--- src/rtl/sar_seq_pkg.sv ---
package sar_seq_pkg;
  typedef enum logic [2:0] {
    ST_IDLE     = 3'd0,
    ST_GUARD    = 3'd1,
    ST_CONV     = 3'd2,
    ST_TAIL     = 3'd3,
    ST_CAL_HOLD = 3'd4,
    ST_CAL_RUN  = 3'd5
  } seq_st_e;
endpackage

--- src/rtl/sar_edge_sync.sv ---
module sar_edge_sync #(
  parameter int STAGES = 2
) (
  input  logic clk_i,
  input  logic rst_ni,
  input  logic async_i,
  output logic lvl_o,
  output logic rise_o,
  output logic fall_o
);
  logic [STAGES-1:0] sync_q;
  logic              prev_q;

  always_ff @(posedge clk_i or negedge rst_ni) begin
    if (!rst_ni) begin
      sync_q <= '0;
      prev_q <= 1'b0;
    end else begin
      sync_q <= {sync_q[STAGES-2:0], async_i};
      prev_q <= sync_q[STAGES-1];
    end
  end

  assign lvl_o  = sync_q[STAGES-1];
  assign rise_o = sync_q[STAGES-1] & ~prev_q;
  assign fall_o = ~sync_q[STAGES-1] & prev_q;
endmodule

--- src/rtl/sar_seq_ctrl.sv ---
module sar_seq_ctrl
  import sar_seq_pkg::*;
#(
  parameter int DATA_W    = 16,
  parameter int GUARD_CYC = 8,
  parameter int CAL_CYC   = 85532,
  localparam int IDX_W    = $clog2(DATA_W),
  localparam int PCNT_W   = $clog2(DATA_W + 2),
  localparam int GCNT_W   = $clog2(GUARD_CYC + 1),
  localparam int CCNT_W   = $clog2(CAL_CYC + 1)
) (
  input  logic             clk_i,
  input  logic             rst_ni,
  input  logic             smp_fall_i,
  input  logic             cclk_rise_i,
  input  logic             cclk_fall_i,
  input  logic             cal_lvl_i,
  output seq_st_e          st_o,
  output logic             busy_o,
  output logic             load_o,
  output logic             step_o,
  output logic [IDX_W-1:0] step_sel_o,
  output logic             shift_o,
  output logic [IDX_W-1:0] shift_sel_o,
  output logic             sclk_en_o,
  output logic             sclk_hold_o
);
  localparam logic [IDX_W-1:0]  TOP_IDX  = IDX_W'(DATA_W - 1);
  localparam logic [PCNT_W-1:0] LAST_P   = PCNT_W'(DATA_W);
  localparam logic [GCNT_W-1:0] GUARD_LD = GCNT_W'(GUARD_CYC - 1);
  localparam logic [CCNT_W-1:0] CAL_LAST = CCNT_W'(CAL_CYC - 1);

  seq_st_e           st_q, st_d;
  logic [PCNT_W-1:0] pcnt_q, pcnt_d;
  logic [GCNT_W-1:0] gcnt_q, gcnt_d;
  logic [CCNT_W-1:0] ccnt_q, ccnt_d;

  always_comb begin
    st_d   = st_q;
    pcnt_d = pcnt_q;
    gcnt_d = gcnt_q;
    ccnt_d = ccnt_q;
    if (cal_lvl_i) begin
      st_d = ST_CAL_HOLD;
    end else begin
      unique case (st_q)
        ST_IDLE, ST_TAIL: begin
          if (smp_fall_i) begin
            st_d   = ST_GUARD;
            gcnt_d = GUARD_LD;
          end else if (st_q == ST_TAIL && cclk_fall_i) begin
            st_d = ST_IDLE;
          end
        end
        ST_GUARD: begin
          if (gcnt_q == '0) begin
            st_d   = ST_CONV;
            pcnt_d = '0;
          end else begin
            gcnt_d = gcnt_q - 1'b1;
          end
        end
        ST_CONV: begin
          if (cclk_rise_i) begin
            pcnt_d = pcnt_q + 1'b1;
            if (pcnt_q == LAST_P) st_d = ST_TAIL;
          end
        end
        ST_CAL_HOLD: begin
          st_d   = ST_CAL_RUN;
          ccnt_d = '0;
        end
        ST_CAL_RUN: begin
          if (cclk_rise_i) begin
            if (ccnt_q == CAL_LAST) st_d = ST_IDLE;
            else ccnt_d = ccnt_q + 1'b1;
          end
        end
        default: st_d = ST_IDLE;
      endcase
    end
  end

  always_ff @(posedge clk_i or negedge rst_ni) begin
    if (!rst_ni) begin
      st_q   <= ST_IDLE;
      pcnt_q <= '0;
      gcnt_q <= '0;
      ccnt_q <= '0;
    end else begin
      st_q   <= st_d;
      pcnt_q <= pcnt_d;
      gcnt_q <= gcnt_d;
      ccnt_q <= ccnt_d;
    end
  end

  logic in_conv;
  assign in_conv = (st_q == ST_CONV) && !cal_lvl_i;

  assign st_o        = st_q;
  assign busy_o      = (st_q == ST_GUARD) || (st_q == ST_CONV) ||
                       (st_q == ST_CAL_HOLD) || (st_q == ST_CAL_RUN);
  assign load_o      = (st_q == ST_GUARD) && (gcnt_q == '0) && !cal_lvl_i;
  assign step_o      = in_conv && cclk_rise_i && (pcnt_q < LAST_P);
  assign step_sel_o  = TOP_IDX - pcnt_q[IDX_W-1:0];
  // bit decided on pulse k is presented on the following fall
  assign shift_o     = in_conv && cclk_fall_i && (pcnt_q != '0) && (pcnt_q <= LAST_P);
  assign shift_sel_o = TOP_IDX - (pcnt_q[IDX_W-1:0] - 1'b1);
  assign sclk_en_o   = in_conv && (pcnt_q != '0);
  assign sclk_hold_o = ((st_q == ST_CONV) || (st_q == ST_TAIL)) && !cal_lvl_i;
endmodule

--- src/rtl/sar_search.sv ---
module sar_search #(
  parameter int DATA_W = 16,
  localparam int IDX_W = $clog2(DATA_W)
) (
  input  logic              clk_i,
  input  logic              rst_ni,
  input  logic              load_i,
  input  logic              step_i,
  input  logic [IDX_W-1:0]  sel_i,
  input  logic              cmp_i,
  output logic [DATA_W-1:0] trial_o
);
  localparam logic [DATA_W-1:0] MID = DATA_W'(1) << (DATA_W - 1);

  logic [DATA_W-1:0] trial_q, trial_d;

  always_comb begin
    trial_d = trial_q;
    if (load_i) begin
      trial_d = MID;
    end else if (step_i) begin
      for (int b = 0; b < DATA_W; b++) begin
        if (sel_i == IDX_W'(b)) begin
          trial_d[b] = cmp_i;
          if (b > 0) trial_d[(b > 0) ? b - 1 : 0] = 1'b1;
        end
      end
    end
  end

  always_ff @(posedge clk_i or negedge rst_ni) begin
    if (!rst_ni) trial_q <= '0;
    else         trial_q <= trial_d;
  end

  assign trial_o = trial_q;
endmodule

--- src/rtl/sar_serial_port.sv ---
module sar_serial_port #(
  parameter int DATA_W = 16,
  localparam int IDX_W = $clog2(DATA_W)
) (
  input  logic              clk_i,
  input  logic              rst_ni,
  input  logic [DATA_W-1:0] word_i,
  input  logic              shift_i,
  input  logic [IDX_W-1:0]  sel_i,
  input  logic              rise_i,
  input  logic              fall_i,
  input  logic              en_i,
  input  logic              hold_i,
  output logic              sdata_o,
  output logic              sclk_o
);
  localparam logic [IDX_W-1:0] TOP_IDX = IDX_W'(DATA_W - 1);

  logic sdata_q, sclk_q;
  logic pick;

  // MSB inverted: offset binary to two's complement
  assign pick = word_i[sel_i] ^ (sel_i == TOP_IDX);

  always_ff @(posedge clk_i or negedge rst_ni) begin
    if (!rst_ni) begin
      sdata_q <= 1'b0;
      sclk_q  <= 1'b0;
    end else begin
      if (shift_i) sdata_q <= pick;
      if (!hold_i)              sclk_q <= 1'b0;
      else if (rise_i && en_i)  sclk_q <= 1'b1;
      else if (fall_i)          sclk_q <= 1'b0;
    end
  end

  assign sdata_o = sdata_q;
  assign sclk_o  = sclk_q;
endmodule

--- src/rtl/sar_conv_seq.sv ---
module sar_conv_seq
  import sar_seq_pkg::*;
#(
  parameter int DATA_W    = 16,
  parameter int GUARD_CYC = 8,
  parameter int CAL_CYC   = 85532,
  parameter int SYNC_STG  = 2
) (
  input  logic              clk_i,
  input  logic              rst_ni,
  input  logic              sample_i,
  input  logic              conv_clk_i,
  input  logic              cal_i,
  input  logic              cmp_i,
  output logic [DATA_W-1:0] trial_o,
  output logic              busy_o,
  output logic              sdata_o,
  output logic              sclk_o
);
  localparam int IDX_W = $clog2(DATA_W);

  logic smp_lvl, smp_rise, smp_fall;
  logic cc_lvl, cc_rise, cc_fall;
  logic cal_lvl, cal_rise, cal_fall;

  sar_edge_sync #(.STAGES(SYNC_STG)) u_smp_sync (
    .clk_i, .rst_ni, .async_i(sample_i),
    .lvl_o(smp_lvl), .rise_o(smp_rise), .fall_o(smp_fall)
  );
  sar_edge_sync #(.STAGES(SYNC_STG)) u_cc_sync (
    .clk_i, .rst_ni, .async_i(conv_clk_i),
    .lvl_o(cc_lvl), .rise_o(cc_rise), .fall_o(cc_fall)
  );
  sar_edge_sync #(.STAGES(SYNC_STG)) u_cal_sync (
    .clk_i, .rst_ni, .async_i(cal_i),
    .lvl_o(cal_lvl), .rise_o(cal_rise), .fall_o(cal_fall)
  );

  seq_st_e          st;
  logic             busy_q, load, step, shift, sclk_en, sclk_hold;
  logic [IDX_W-1:0] step_sel, shift_sel;

  sar_seq_ctrl #(
    .DATA_W(DATA_W), .GUARD_CYC(GUARD_CYC), .CAL_CYC(CAL_CYC)
  ) u_ctrl (
    .clk_i, .rst_ni,
    .smp_fall_i(smp_fall), .cclk_rise_i(cc_rise), .cclk_fall_i(cc_fall),
    .cal_lvl_i(cal_lvl),
    .st_o(st), .busy_o(busy_q), .load_o(load),
    .step_o(step), .step_sel_o(step_sel),
    .shift_o(shift), .shift_sel_o(shift_sel),
    .sclk_en_o(sclk_en), .sclk_hold_o(sclk_hold)
  );

  sar_search #(.DATA_W(DATA_W)) u_search (
    .clk_i, .rst_ni, .load_i(load), .step_i(step), .sel_i(step_sel),
    .cmp_i, .trial_o
  );

  sar_serial_port #(.DATA_W(DATA_W)) u_ser (
    .clk_i, .rst_ni, .word_i(trial_o), .shift_i(shift), .sel_i(shift_sel),
    .rise_i(cc_rise), .fall_i(cc_fall), .en_i(sclk_en), .hold_i(sclk_hold),
    .sdata_o, .sclk_o
  );

  // request path bypasses the synchronizer so busy rises at once
  assign busy_o = busy_q | cal_i;

  logic unused_lvls;
  assign unused_lvls = ^{smp_lvl, smp_rise, cc_lvl, cal_rise, cal_fall};
endmodule

--- config.mk ---
export PLATFORM = sky130hd
export DESIGN_NAME = sar_conv_seq
export DESIGN_NICKNAME = d
export VERILOG_FILES = /design/src/rtl/sar_seq_pkg.sv /design/src/rtl/sar_edge_sync.sv /design/src/rtl/sar_seq_ctrl.sv /design/src/rtl/sar_search.sv /design/src/rtl/sar_serial_port.sv /design/src/rtl/sar_conv_seq.sv
export SDC_FILE = /design/constraint.sdc
export NUM_CORES = 1
export LEC_CHECK = 0
export ABC_AREA = 1
export BUFFER_PORTS_ARGS = -buffer_cell sky130_fd_sc_hd__buf_2
export CELL_PAD_IN_SITES_DETAIL_PLACEMENT = 1
export CELL_PAD_IN_SITES_GLOBAL_PLACEMENT = 2
export CORE_MARGIN = 2
export CORE_UTILIZATION = 38
export DETAILED_ROUTE_END_ITERATION = 8
export PLACE_DENSITY = 0.9
export SLEW_MARGIN = 5
export SYNTH_ARGS = -nofsm -noshare
export SYNTH_HDL_FRONTEND = slang
export SYNTH_SLANG_ARGS = --single-unit
--- constraint.sdc ---
create_clock -name clk_i -period 6 [get_ports clk_i]
set_clock_uncertainty 0.2 [all_clocks]
set_input_delay 0.3 -clock clk_i [delete_from_list [all_inputs] [get_ports clk_i]]
set_output_delay 0.3 -clock clk_i [all_outputs]
set_load 0.03 [all_outputs]
Yosys cells after proc, flatten, opt, wreduce, memory -nomap -nowiden
Index checks and enable logic that the tools add are counted.
- bits in registers: 55
- bits of input ports: 6
- output and inout bits: 19
- add/sub/neg operators: 6
- magnitude comparators: 3
- equal/unequal tests: 36
- mux-type cells: 47
- bitwise logic cells: 9
- reduce and logical (&&, ||, !) cells: 62
- operator list (operator ; count):
    $reduce_bool A3 Y1 ; 15
    $mux W2 ; 21
    $eq A4 B4 Y1 const B ; 9
    $mux W17 ; 2
    $pmux W17 S2 ; 1
    $mux W16 ; 2
    $reduce_and A2 Y1 ; 16
    $mux W3 ; 8
    $add A17 B1 Y17 const B ; 1
    $eq A17 B17 Y1 const B ; 1
    $eq A4 B3 Y1 const B ; 4
    $pmux W3 S5 ; 1
    $logic_and A1 B1 Y1 ; 12
    $ne A3 B2 Y1 const B ; 4
    $reduce_and A4 Y1 ; 3
    $mux W5 ; 2
    $pmux W5 S2 ; 1
    $reduce_bool A2 Y1 ; 5
    $eq A4 B2 Y1 const B ; 2
    $logic_not A4 Y1 ; 2
    $mux W4 ; 2
    $ne A2 B2 Y1 const B ; 4
    $pmux W4 S2 ; 1
    $sub A4 B1 Y4 const B ; 2
    25 further kinds ; 42

Longest topological paths before layout
Gate-level depths: netlist (run 1).
- depth in word-level cells: 26
- mapped depth: 14
- mapped depth without buffers: 12

Cells and area by module
A second synthesis (run 1) with hierarchy kept.
- cell total of the unflattened synthesis: 523
- area, all modules: 3616.0 um^2
- by module, submodules not included (module ; times used ; cells each ; area each (um^2) ; sequential area each (um^2)):
    sar_seq_ctrl ; 1 ; 296 ; 2068.2 ; 725.7
    sar_search ; 1 ; 138 ; 957.2 ; 400.4
    sar_serial_port ; 1 ; 65 ; 309.0 ; 50.0
    sar_edge_sync ; 3 ; 7 ; 90.1 ; 75.1
    sar_conv_seq ; 1 ; 3 ; 11.3 ; 0.0

Worst setup path after synthesis (run 1)
Ideal clock, no wire load.
- kind: reg2reg
- start point: reg u_ctrl.pcnt_q[0]
- end point: reg u_ser.sdata_q (netlist: u_ser.sdata_o)
- arrival time: 1694 ps
- required time: 5683 ps
- slack: 3989 ps
- cell stages (with the launch flop): 13
- buffers on the path: 2
- clock period less this slack: 2011 ps
- cell sequence: dfrtp_1 -> buf_2 -> inv_1 -> buf_2 -> ha_1 -> inv_1 -> nand3_1 -> nand3_1 -> nand3_1 -> nand2_1 -> nand2_1 -> nand3_1 -> nand2_1
- word-level cells in the longest chain between the ends: 5
- elaborated cells on any way between the ends: 10
- ends and longest elaborated chain (what ; RTL line ; source):
    from (decl) ; sar_seq_ctrl.sv:34 ; logic [PCNT_W-1:0] pcnt_q, pcnt_d;
    from (signal assigned) ; sar_seq_ctrl.sv:92 ; pcnt_q <= pcnt_d;
    $sub A4 B1 Y4 ; sar_seq_ctrl.sv:109 ; assign shift_sel_o = TOP_IDX - (pcnt_q[IDX_W-1:0] - 1'b1);
    $sub A4 B4 Y4 ; sar_seq_ctrl.sv:109 ;
    $bmux W1 S4 ; sar_serial_port.sv:23 ; assign pick = word_i[sel_i] ^ (sel_i == TOP_IDX);
    $mux W1 (not written as such) ; sar_serial_port.sv:23 ;
    $xor A1 B1 Y1 ; sar_serial_port.sv:23 ;
    to (signal assigned) ; sar_serial_port.sv:30 ; if (shift_i) sdata_q <= pick;
    to (decl) ; sar_serial_port.sv:19 ; logic sdata_q, sclk_q;
Parallel ways exist; a longest one is shown, timed or not. The select of a mux whose other input is x is not followed.
A chain may end at the register's enable or synchronous reset.

Worst setup path in the final report (run 1)
Ends and elaborated chain as after synthesis.

==> results.cfg, run 1 <==
[floorplanning]
core_um2 = 9640
row_count = 36
die-area_um2 = 10600
start_util_pct = 38.5
die_x_um = 103
fp.dieH_um = 103
boundaryPins = 25

[synth]
synthArstFlopShare_pct = 100
yosys_most_used_dff = dfrtp_1
synth_edf_count = 0
synthXorXnorAreaFrac_pct = 3.31
yosysWarnings = 0
avgSynthCellArea_um2 = 7.26
synthSimpleGateAreaFrac_pct = 38.2
ys_types = 32
synth.net_count = 524
synth_top_family_by_area = simple AND/OR/NAND/NOR gates
syn_area_um2 = 3710
synth_adder_area_share_pct = 2.36
ys_seq_area_share_pct = 37.1
synth_mux_area_share_pct = 0
synthCells = 511
synth_compound_area_share_pct = 10.5
synth.ff_latch_count = 55

[global_routing]
use_met3_pct = 3.05
grt_max_degree = 56
grt_pass1_vias = 3545
grt_use_total_pct = 20.5
grt_most_used_layer = met2
grt_antenna_before_repair = 0
use_met2_pct = 36.7
grt_first_pass_wirelength_um = 17000
met1_usage_pct = 25.2
grt-ovfl-total = 0

[cts]
clock_path_buffers = 2
cts-buffers-inserted = 5
cts_setup_buffers = 0
cts_max_level = 2
cts_tree = built
cts.clk_slew.worst_paths_ps = 110
insertion_delay_ps = 340
cts_root_buffer = clkbuf_8
numClockSinks = 55

[setup_path]
crit_path_max_incr_delay_ps = 640
worstPathRequired_ps = 6050
path_buf_inv = 2
end_kind = register
cp_common_cell = nand3_1
cp_cell_sequence = inv_1 > ha_1 > inv_1 > nand3_1 > nand3_1 > nand3_1 > nand2_1 > nand2_1 > nand3_1 > nand2_1
start_kind = register
critPathTopFamily = flip-flops
cp_max_fo = 14
cp_slowest_cell = dfrtp_1
r2r_cells = 10
path_class = reg2reg
r2r_start = u_ctrl.pcnt_q[0]$_DFFE_PN0P_
cp.arrival_ps = 2510
r2r_setup_slack_ps = 3540
r2r-end = u_ser.sdata_o$_DFFE_PN0P_

[finish]
syn_to_final_growth_pct = 8.60
nNetsFinal = 545
final_common_cell = nand2_1
antenna_cells = 0
drive_gt1_share_pct = 15.8
mostFrequentLayoutCells = nand2_1 (132), nand3_1 (58), dfrtp_1 (55), nor2_1 (54), inv_1 (51)

[power]
power_per_cell_area_nw_per_um2 = 229
p_leak_nw = 2.05
irDropWorstVdd_mv = 0.104

[worst_hold_path]
min_from = cmp_i
min-delay-path-class = in2reg
min_delay_worst_endpoint = u_search.trial_o[15]$_DFFE_PN0P_
whs_path_depth = 3

[placed_design]
hpwl_um = 7320
place_congestion = 0.867
dp_slack_ps = 3540
io_buffer_count = 24

[sta]
maxSlewHeadroom_pct = 50.0
rsz0062_at_grt = no
layout_setup_ws_ps = 3540
finalHoldViolCount = 0
tightest_slew_ps = 750
fin_crit_sh_pct = 41.0
slew_viol_final = 0
min_period_ps = 2460
setup_viol = 0
fin_setup_tns_ps = 0
fmax_mhz = 407

[drt]
avgViaCountPerCell = 5.04
routed-via-count = 3359
route.final.wire_length_um = 9850
ant_nets = 0
routedWlPerCell_um = 14.8
drtIter0Drc = 91
drc = 0
firstDrtPassIters = 4

[flow_run]
cap_violations = 0

[run_status]
status = completed
## layer usage
metal / vias to the layer above / wire (um)
li1: 1683 / -
met1: 1637 / 4430
met2: 26 / 5040
met3: 13 / 173
met4: 0 / 206
met5: - / 0
## flip-flops by register name (all words and copies together) (netlist names)
signal	cells
u_ctrl.pcnt_q	5
u_cal_sync.sync_q	2
u_cc_sync.sync_q	2
u_cc_sync.prev_q	1
u_ctrl.ccnt_q	17
u_smp_sync.sync_q	2
u_smp_sync.prev_q	1
u_search.trial_o	16
u_ctrl.st_o	3
u_ser.sdata_o	1
u_ser.sclk_o	1
u_ctrl.gcnt_q	4
## report_power, final
part	total (mW)	leakage [nW]	internal (mW)	switching, mW
clock	0.228	0.0483	0.0829	0.145
sequential	0.436	0.647	0.400	0.0362
combinational	0.256	1.36	0.0703	0.186
## area by class of cell
type / count / area (um^2)
fill: 1261 / 5610
multi-input combinational: 384 / 2020
sequential: 55 / 1380
inverter: 57 / 214
timing repair buffer: 29 / 168
tap: 133 / 166
clock buffer: 5 / 68.8
clock inverter: 3 / 18.8
## timing repair
| action | CTS | global route |
|---|---|---|
| endpoints found under the hold margin | 58 | 0 |
| hold buffers | 4 | 0 |
| gates resized for setup | 0 | 0 |
## cells in the mapped netlist, types with 2 or more instances
| library cell | number | share of area, % |
|---|---|---|
| o22ai_1 | 2 | 0.34 |
| nor2_2 | 3 | 0.51 |
| nand2_4 | 14 | 4.2 |
| nand2_2 | 12 | 2.0 |
| o21ai_0 | 28 | 3.8 |
| ha_1 | 7 | 2.4 |
| nor2_4 | 2 | 0.61 |
| dfrtp_1 | 55 | 37 |
| nor3_1 | 11 | 1.5 |
| xor2_1 | 11 | 2.6 |
| a21oi_1 | 4 | 0.54 |
| nand4_1 | 9 | 1.5 |
| clkbuf_1 | 4 | 0.40 |
| buf_6 | 2 | 0.61 |
| o21ai_2 | 11 | 2.6 |
| nor2_1 | 54 | 5.5 |
| inv_1 | 51 | 5.2 |
| buf_4 | 2 | 0.40 |
| nor3b_1 | 3 | 0.61 |
| o21ai_1 | 14 | 1.9 |
| xnor2_1 | 3 | 0.71 |
| nand2_1 | 132 | 13 |
| buf_2 | 6 | 0.81 |
| inv_2 | 6 | 0.61 |
| nand3_1 | 58 | 7.8 |
## per-stage QoR
step,utilization [%],hold WS (ps),cells,total power [mW],cell area [um^2]
2_1_floorplan,-,-196,511,0.632,3710
3_3_place_gp,40.5,134,654,0.686,3900
3_5_place_dp,40.5,136,654,0.701,3900
4_1_cts,41.8,50.7,666,0.938,4030
5_1_grt,41.8,64.2,666,0.985,4030
6_report,41.8,68.2,666,0.921,4030
## worst max path at each step
stage,startpoint,cells after the start,to
floorplan,u_ctrl.pcnt_q[0]$_DFFE_PN0P_,12,u_ser.sdata_o$_DFFE_PN0P_
global placement,u_ctrl.pcnt_q[0]$_DFFE_PN0P_,10,u_ser.sdata_o$_DFFE_PN0P_
detailed placement,u_ctrl.pcnt_q[0]$_DFFE_PN0P_,10,u_ser.sdata_o$_DFFE_PN0P_
CTS,u_ctrl.pcnt_q[0]$_DFFE_PN0P_,10,u_ser.sdata_o$_DFFE_PN0P_
global route,u_ctrl.pcnt_q[0]$_DFFE_PN0P_,10,u_ser.sdata_o$_DFFE_PN0P_
finish,u_ctrl.pcnt_q[0]$_DFFE_PN0P_,10,u_ser.sdata_o$_DFFE_PN0P_
## kinds of logic (layout without fill, tap and decap cells)
logic type      count (synthesis)  count (layout)
simple gates                  299             299
buf+inv                        72              94
compound gates                 64              64
flops                          55              55
xor+xnor                       14              14
fa+ha+maj                       7               7
## tightest hold or removal path, stage by stage
cell	delay, ps
buf_2	130
a21oi_1	70
o21ai_0	70
Note: power is estimated with default switching activity, not from simulation.
==> run 2: changes to the inputs <==
--- a/config.mk
+++ b/config.mk
@@ -10,9 +10,9 @@
 export CELL_PAD_IN_SITES_DETAIL_PLACEMENT = 1
 export CELL_PAD_IN_SITES_GLOBAL_PLACEMENT = 2
 export CORE_MARGIN = 2
-export CORE_UTILIZATION = 38
+export CORE_UTILIZATION = 35
 export DETAILED_ROUTE_END_ITERATION = 8
-export PLACE_DENSITY = 0.9
+export PLACE_DENSITY = 0.84
 export SLEW_MARGIN = 5
 export SYNTH_ARGS = -nofsm -noshare
 export SYNTH_HDL_FRONTEND = slang
==> constraint.sdc (replaced) <==
create_clock -name clk_i -period 2.4 [get_ports clk_i]
set_clock_uncertainty 0.2 [all_clocks]
set_input_delay 0.12 -clock clk_i [delete_from_list [all_inputs] [get_ports clk_i]]
set_output_delay 0.12 -clock clk_i [all_outputs]
set_load 0.03 [all_outputs]
==> results.cfg, run 2 (synthesized netlist as in run 1, its figures left out) <==
[run_status]
status = completed

[sta]
rsz0062_at_grt = no
min_period_ps = 2070
finalHoldViolCount = 0
fin_crit_sh_pct = 86.4
slew_viol_final = 0
fin_setup_tns_ps = 0
tightest_slew_ps = 614
fmax_mhz = 482
setup_viol = 0
maxSlewHeadroom_pct = 59.1

[finish]
largest_reg_flops = 17
antenna_cells = 0
final_common_cell = nand2_1
nNetsFinal = 550
stdcell_count = 674
regMostFlops = u_ctrl.ccnt_q
mostFrequentLayoutCells = nand2_1 (132), nand3_1 (58), dfrtp_1 (55), nor2_1 (54), inv_1 (51)
drive_gt1_share_pct = 16.4
syn_to_final_growth_pct = 10.4

[power]
p_leak_nw = 2.08
irDropWorstVdd_mv = 0.250
p_comb_share_pct = 28.2
seq_power_share_pct = 46.5
power_per_cell_area_nw_per_um2 = 568
p_clk_share_pct = 25.3
switchingPower_mw = 0.913
switching_share_pct = 39.3
power_mw = 2.32
intPower_mw = 1.41

[setup_path]
r2r_start = u_ctrl.st_o[0]$_DFFE_PN0P_
end_kind = register
r2r-end = u_ctrl.ccnt_q[2]$_DFFE_PN0P_
path_class = reg2reg
cp_max_fo = 14
cp-endpoint = u_ctrl.ccnt_q[2]$_DFFE_PN0P_
r2r_setup_slack_ps = 330
cp.arrival_ps = 2060
worstPathRequired_ps = 2390
r2r_cells = 5
start_kind = register
crit_start = u_ctrl.st_o[0]$_DFFE_PN0P_

[cts]
cts_hold_buffers = 5
cts_tree = built
insertion_delay_ps = 330
cts_resized = 0
cts_root_buffer = clkbuf_8
clock_path_buffers = 2
cts-buffers-inserted = 5
cts.clk_slew.worst_paths_ps = 130
numClockSinks = 55
cts_setup_buffers = 0
cts_max_level = 2

[drt]
ant_nets = 0
drc = 0
routedWlPerCell_um = 14.7
route.final.wire_length_um = 9890
drtIter0Drc = 120
routed-via-count = 3364
firstDrtPassIters = 4
avgViaCountPerCell = 4.99

[floorplanning]
die_x_um = 107
fp.dieH_um = 107
die-area_um2 = 11400
boundaryPins = 25
start_util_pct = 35.9
core_um2 = 10300
row_count = 37

[placed_design]
place_congestion = 0.911
hpwl_um = 7530
io_buffer_count = 24
dp.cells = 661

[global_routing]
grt_antenna_before_repair = 0
grt_pass1_vias = 3480
grt-ovfl-total = 0
grt_max_degree = 35
grt_use_total_pct = 18.8
grt_first_pass_wirelength_um = 17200

[flow_run]
cap_violations = 0

[worst_hold_path]
min-delay-path-class = in2async
-- run 2: cell count changes in the layout (fill, tap and decap cells not counted), sizes merged --
cell         previous run  this run
buf                    25        29
dlygate4sd3             4         5
-- run 2: cell type report --
cell class / instances / area (um^2)
Clock buffer: 5 / 68.8
Clock inverter: 3 / 28.8
Fill cell: 1343 / 6230
Inverter: 57 / 214
Multi-Input combinational cell: 384 / 2020
Sequential cell: 55 / 1380
Tap cell: 136 / 170
Timing Repair Buffer: 34 / 220
-- run 2: worst min-delay path by stage --
| stage | start | end | slack, ps | depth (start not counted) |
|---|---|---|---|---|
| 2_1_floorplan | rst_ni | u_cal_sync.sync_q[0]$_DFF_PN0_ | -380 | 0 |
| 3_5_place_dp | rst_ni | u_ctrl.ccnt_q[15]$_DFFE_PN0P_ | -30 | 1 |
| 4_1_cts | rst_ni | u_ctrl.ccnt_q[15]$_DFFE_PN0P_ | 140 | 2 |
| 6_report | rst_ni | u_ctrl.ccnt_q[15]$_DFFE_PN0P_ | 130 | 2 |
| 3_3_place_gp | rst_ni | u_ctrl.ccnt_q[15]$_DFFE_PN0P_ | -30 | 1 |
| 5_1_grt | u_cc_sync.sync_q[0]$_DFF_PN0_ | u_cc_sync.sync_q[1]$_DFF_PN0_ | 170 | 0 |
-- run 2: power groups by stage --
stage,clock network (mW),logic (mW),registers [mW]
after floorplan,0,0.487,1.09
after global placement,0,0.651,1.10
after detailed placement,0,0.663,1.10
after CTS,0.623,0.673,1.08
after global routing,0.652,0.757,1.09
final,0.588,0.656,1.08
-- run 2: routing by layer --
| metal | track usage (%) | wire length, um |
|---|---|---|
| met1 | 23.8 | 4610 |
| met2 | 33.5 | 4990 |
| met3 | 2.55 | 146 |
| met5 | 0 | 0 |
| met4 | 5.01 | 143 |
-- run 2: critical path, stage by stage, from the launching register on --
cell and delay [ps]:
dfrtp_1 470, inv_2 80, nor2_2 170, nand2_1 300, o21ai_2 550, o21ai_0 150
-- run 2: metrics by stage --
step                      area, um^2  utilization, %  hold slack, ps  setup WS [ps]
after floorplan                 3710               -            -376            389
after CTS                       4100            39.7             138            290
after global placement          3950            38.2           -32.0            400
after detailed placement        3950            38.2           -28.1            336
final                           4100            39.7             128            327
after global routing            4100            39.7             167           80.0
==> run 3: changes to the inputs <==
--- a/config.mk
+++ b/config.mk
@@ -9,7 +9,7 @@
 export BUFFER_PORTS_ARGS = -buffer_cell sky130_fd_sc_hd__buf_2
 export CELL_PAD_IN_SITES_DETAIL_PLACEMENT = 1
 export CELL_PAD_IN_SITES_GLOBAL_PLACEMENT = 2
-export CORE_MARGIN = 2
+export CORE_MARGIN = 5
 export CORE_UTILIZATION = 35
 export DETAILED_ROUTE_END_ITERATION = 8
 export PLACE_DENSITY = 0.84
==> results.cfg, run 3 (synthesized netlist as in run 1, its figures left out) <==
[finish]
fin_area_um2 = 4100
drive_gt1_share_pct = 16.4
final_core_util_pct = 39.7
antenna_cells = 0
syn_to_final_growth_pct = 10.5
mostFrequentLayoutCells = nand2_1 (132), nand3_1 (58), dfrtp_1 (55), nor2_1 (54), inv_1 (51)
regMostFlops = u_ctrl.ccnt_q
largest_reg_flops = 17
final_common_cell = nand2_1
nNetsFinal = 550

[setup_path]
cp_cell_sequence = inv_1 > buf_4 > ha_1 > inv_1 > nor2_1 > inv_1 > o21ai_0 > nand2_1 > o21ai_2
crit_path_max_incr_delay_ps = 410
worstPathRequired_ps = 2450
cp_max_fo = 11
end_kind = register
cp_slowest_cell = dfrtp_1
cp_common_cell = inv_1
cp.arrival_ps = 2080
path_class = reg2reg
start_kind = register

[sta]
finalHoldViolCount = 0
layout_setup_ws_ps = 376
rsz0062_at_grt = no
maxSlewHeadroom_pct = 65.4
setup_viol = 0
fin_crit_sh_pct = 84.3
tightest_slew_ps = 515
fin_setup_tns_ps = 0
fmax_mhz = 494
slew_viol_final = 0
min_period_ps = 2020

[floorplanning]
start_util_pct = 35.9
core_um2 = 10300
die_x_um = 113
fp.dieH_um = 113
boundaryPins = 25
row_count = 37
die-area_um2 = 12800

[global_routing]
grt_first_pass_wirelength_um = 17900
grt_max_degree = 56
use_met3_pct = 2.30
grt_antenna_before_repair = 0
grt_pass1_vias = 3673
grt-ovfl-total = 0
grt_use_total_pct = 16.7
grt_most_used_layer = met2
met1_usage_pct = 21.7
use_met2_pct = 29.7

[placed_design]
dp_slack_ps = 276
place_congestion = 0.867
io_buffer_count = 24
post_dp_cell_area_um2 = 3950
hpwl_um = 7530

[power]
p_clk_share_pct = 24.9
power_per_cell_area_nw_per_um2 = 571
p_comb_share_pct = 28.9
seq_power_share_pct = 46.2
irDropWorstVdd_mv = 0.352
power_mw = 2.34
p_leak_nw = 2.08
switchingPower_mw = 0.925
switching_share_pct = 39.5
intPower_mw = 1.41

[drt]
firstDrtPassIters = 4
route.final.wire_length_um = 10100
routedWlPerCell_um = 14.9
drc = 0
ant_nets = 0
avgViaCountPerCell = 5.02
routed-via-count = 3384
drtIter0Drc = 110

[cts]
insertion_delay_ps = 320
cts_setup_buffers = 0
cts.clk_slew.worst_paths_ps = 120
clock_path_buffers = 2
cts-buffers-inserted = 5
cts_root_buffer = clkbuf_8
cts_tree = built
numClockSinks = 55
cts_max_level = 2

[run_status]
status = completed

[worst_hold_path]
min-delay-path-class = in2async

[flow_run]
cap_violations = 0
-- run 3: what timing repair did --
| item | in CTS | in global routing |
|---|---|---|
| endpoints found under the hold margin | 60 | 0 |
| hold buffers | 5 | 0 |
| resized for setup | 0 | 1 |
| setup endpoints to repair | 0 | 5 |
-- run 3: final cells by class --
class                      instances  area (um^2)
fill                            1333         6220
timing repair buffer              34          220
clock buffer                       5         68.8
sequential                        55         1380
multi-input combinational        384         2020
clock inverter                     3         26.3
inverter                          57          214
tap                              136          170
-- run 3: final timing paths --
check / startpoint / end / slack [ps] / cells after the start
setup reg to reg: u_ctrl.pcnt_q[0]$_DFFE_PN0P_ / u_search.trial_o[1]$_DFFE_PN0P_ / 380 / 9
max in group asynchronous: rst_ni / u_search.trial_o[12]$_DFFE_PN0P_ / 1600 / 3
min in group clk_i: u_cc_sync.sync_q[0]$_DFF_PN0_ / u_cc_sync.sync_q[1]$_DFF_PN0_ / 170 / 0
hold reg to reg: u_cc_sync.sync_q[0]$_DFF_PN0_ / u_cc_sync.sync_q[1]$_DFF_PN0_ / 170 / 0
setup / recovery: u_ctrl.pcnt_q[0]$_DFFE_PN0P_ / u_search.trial_o[1]$_DFFE_PN0P_ / 380 / 9
hold / removal: rst_ni / u_ctrl.ccnt_q[8]$_DFFE_PN0P_ / 100 / 3
-- run 3: worst max-delay path: cells and delay by family (launching register included) --
family          cells  cell delay (ps)
simple gates        2              250
buf+inv             4              500
fa+ha+maj           1              290
flops               1              410
compound gates      2              310
-- run 3: per-stage QoR --
stage,hold WS (ps),std cells
finish,102,674
global placement,-48.8,661
detailed placement,-48.5,661
CTS,126,674
global route,167,674
floorplan,-376,511
-- run 3: routing by layer --
layer / wire length, um / vias to the layer above
li1: - / 1686
met1: 4720 / 1665
met2: 5080 / 25
met3: 164 / 8
met4: 87 / 0
met5: 0 / -
-- run 3: power by group through the flow --
| stage | clock network [mW] | registers [mW] | logic (mW) |
|---|---|---|---|
| finish | 0.583 | 1.08 | 0.675 |
| global route | 0.639 | 1.10 | 0.782 |
| CTS | 0.616 | 1.08 | 0.685 |
| detailed placement | 0 | 1.10 | 0.675 |
| global placement | 0 | 1.10 | 0.655 |
| floorplan | 0 | 1.09 | 0.487 |
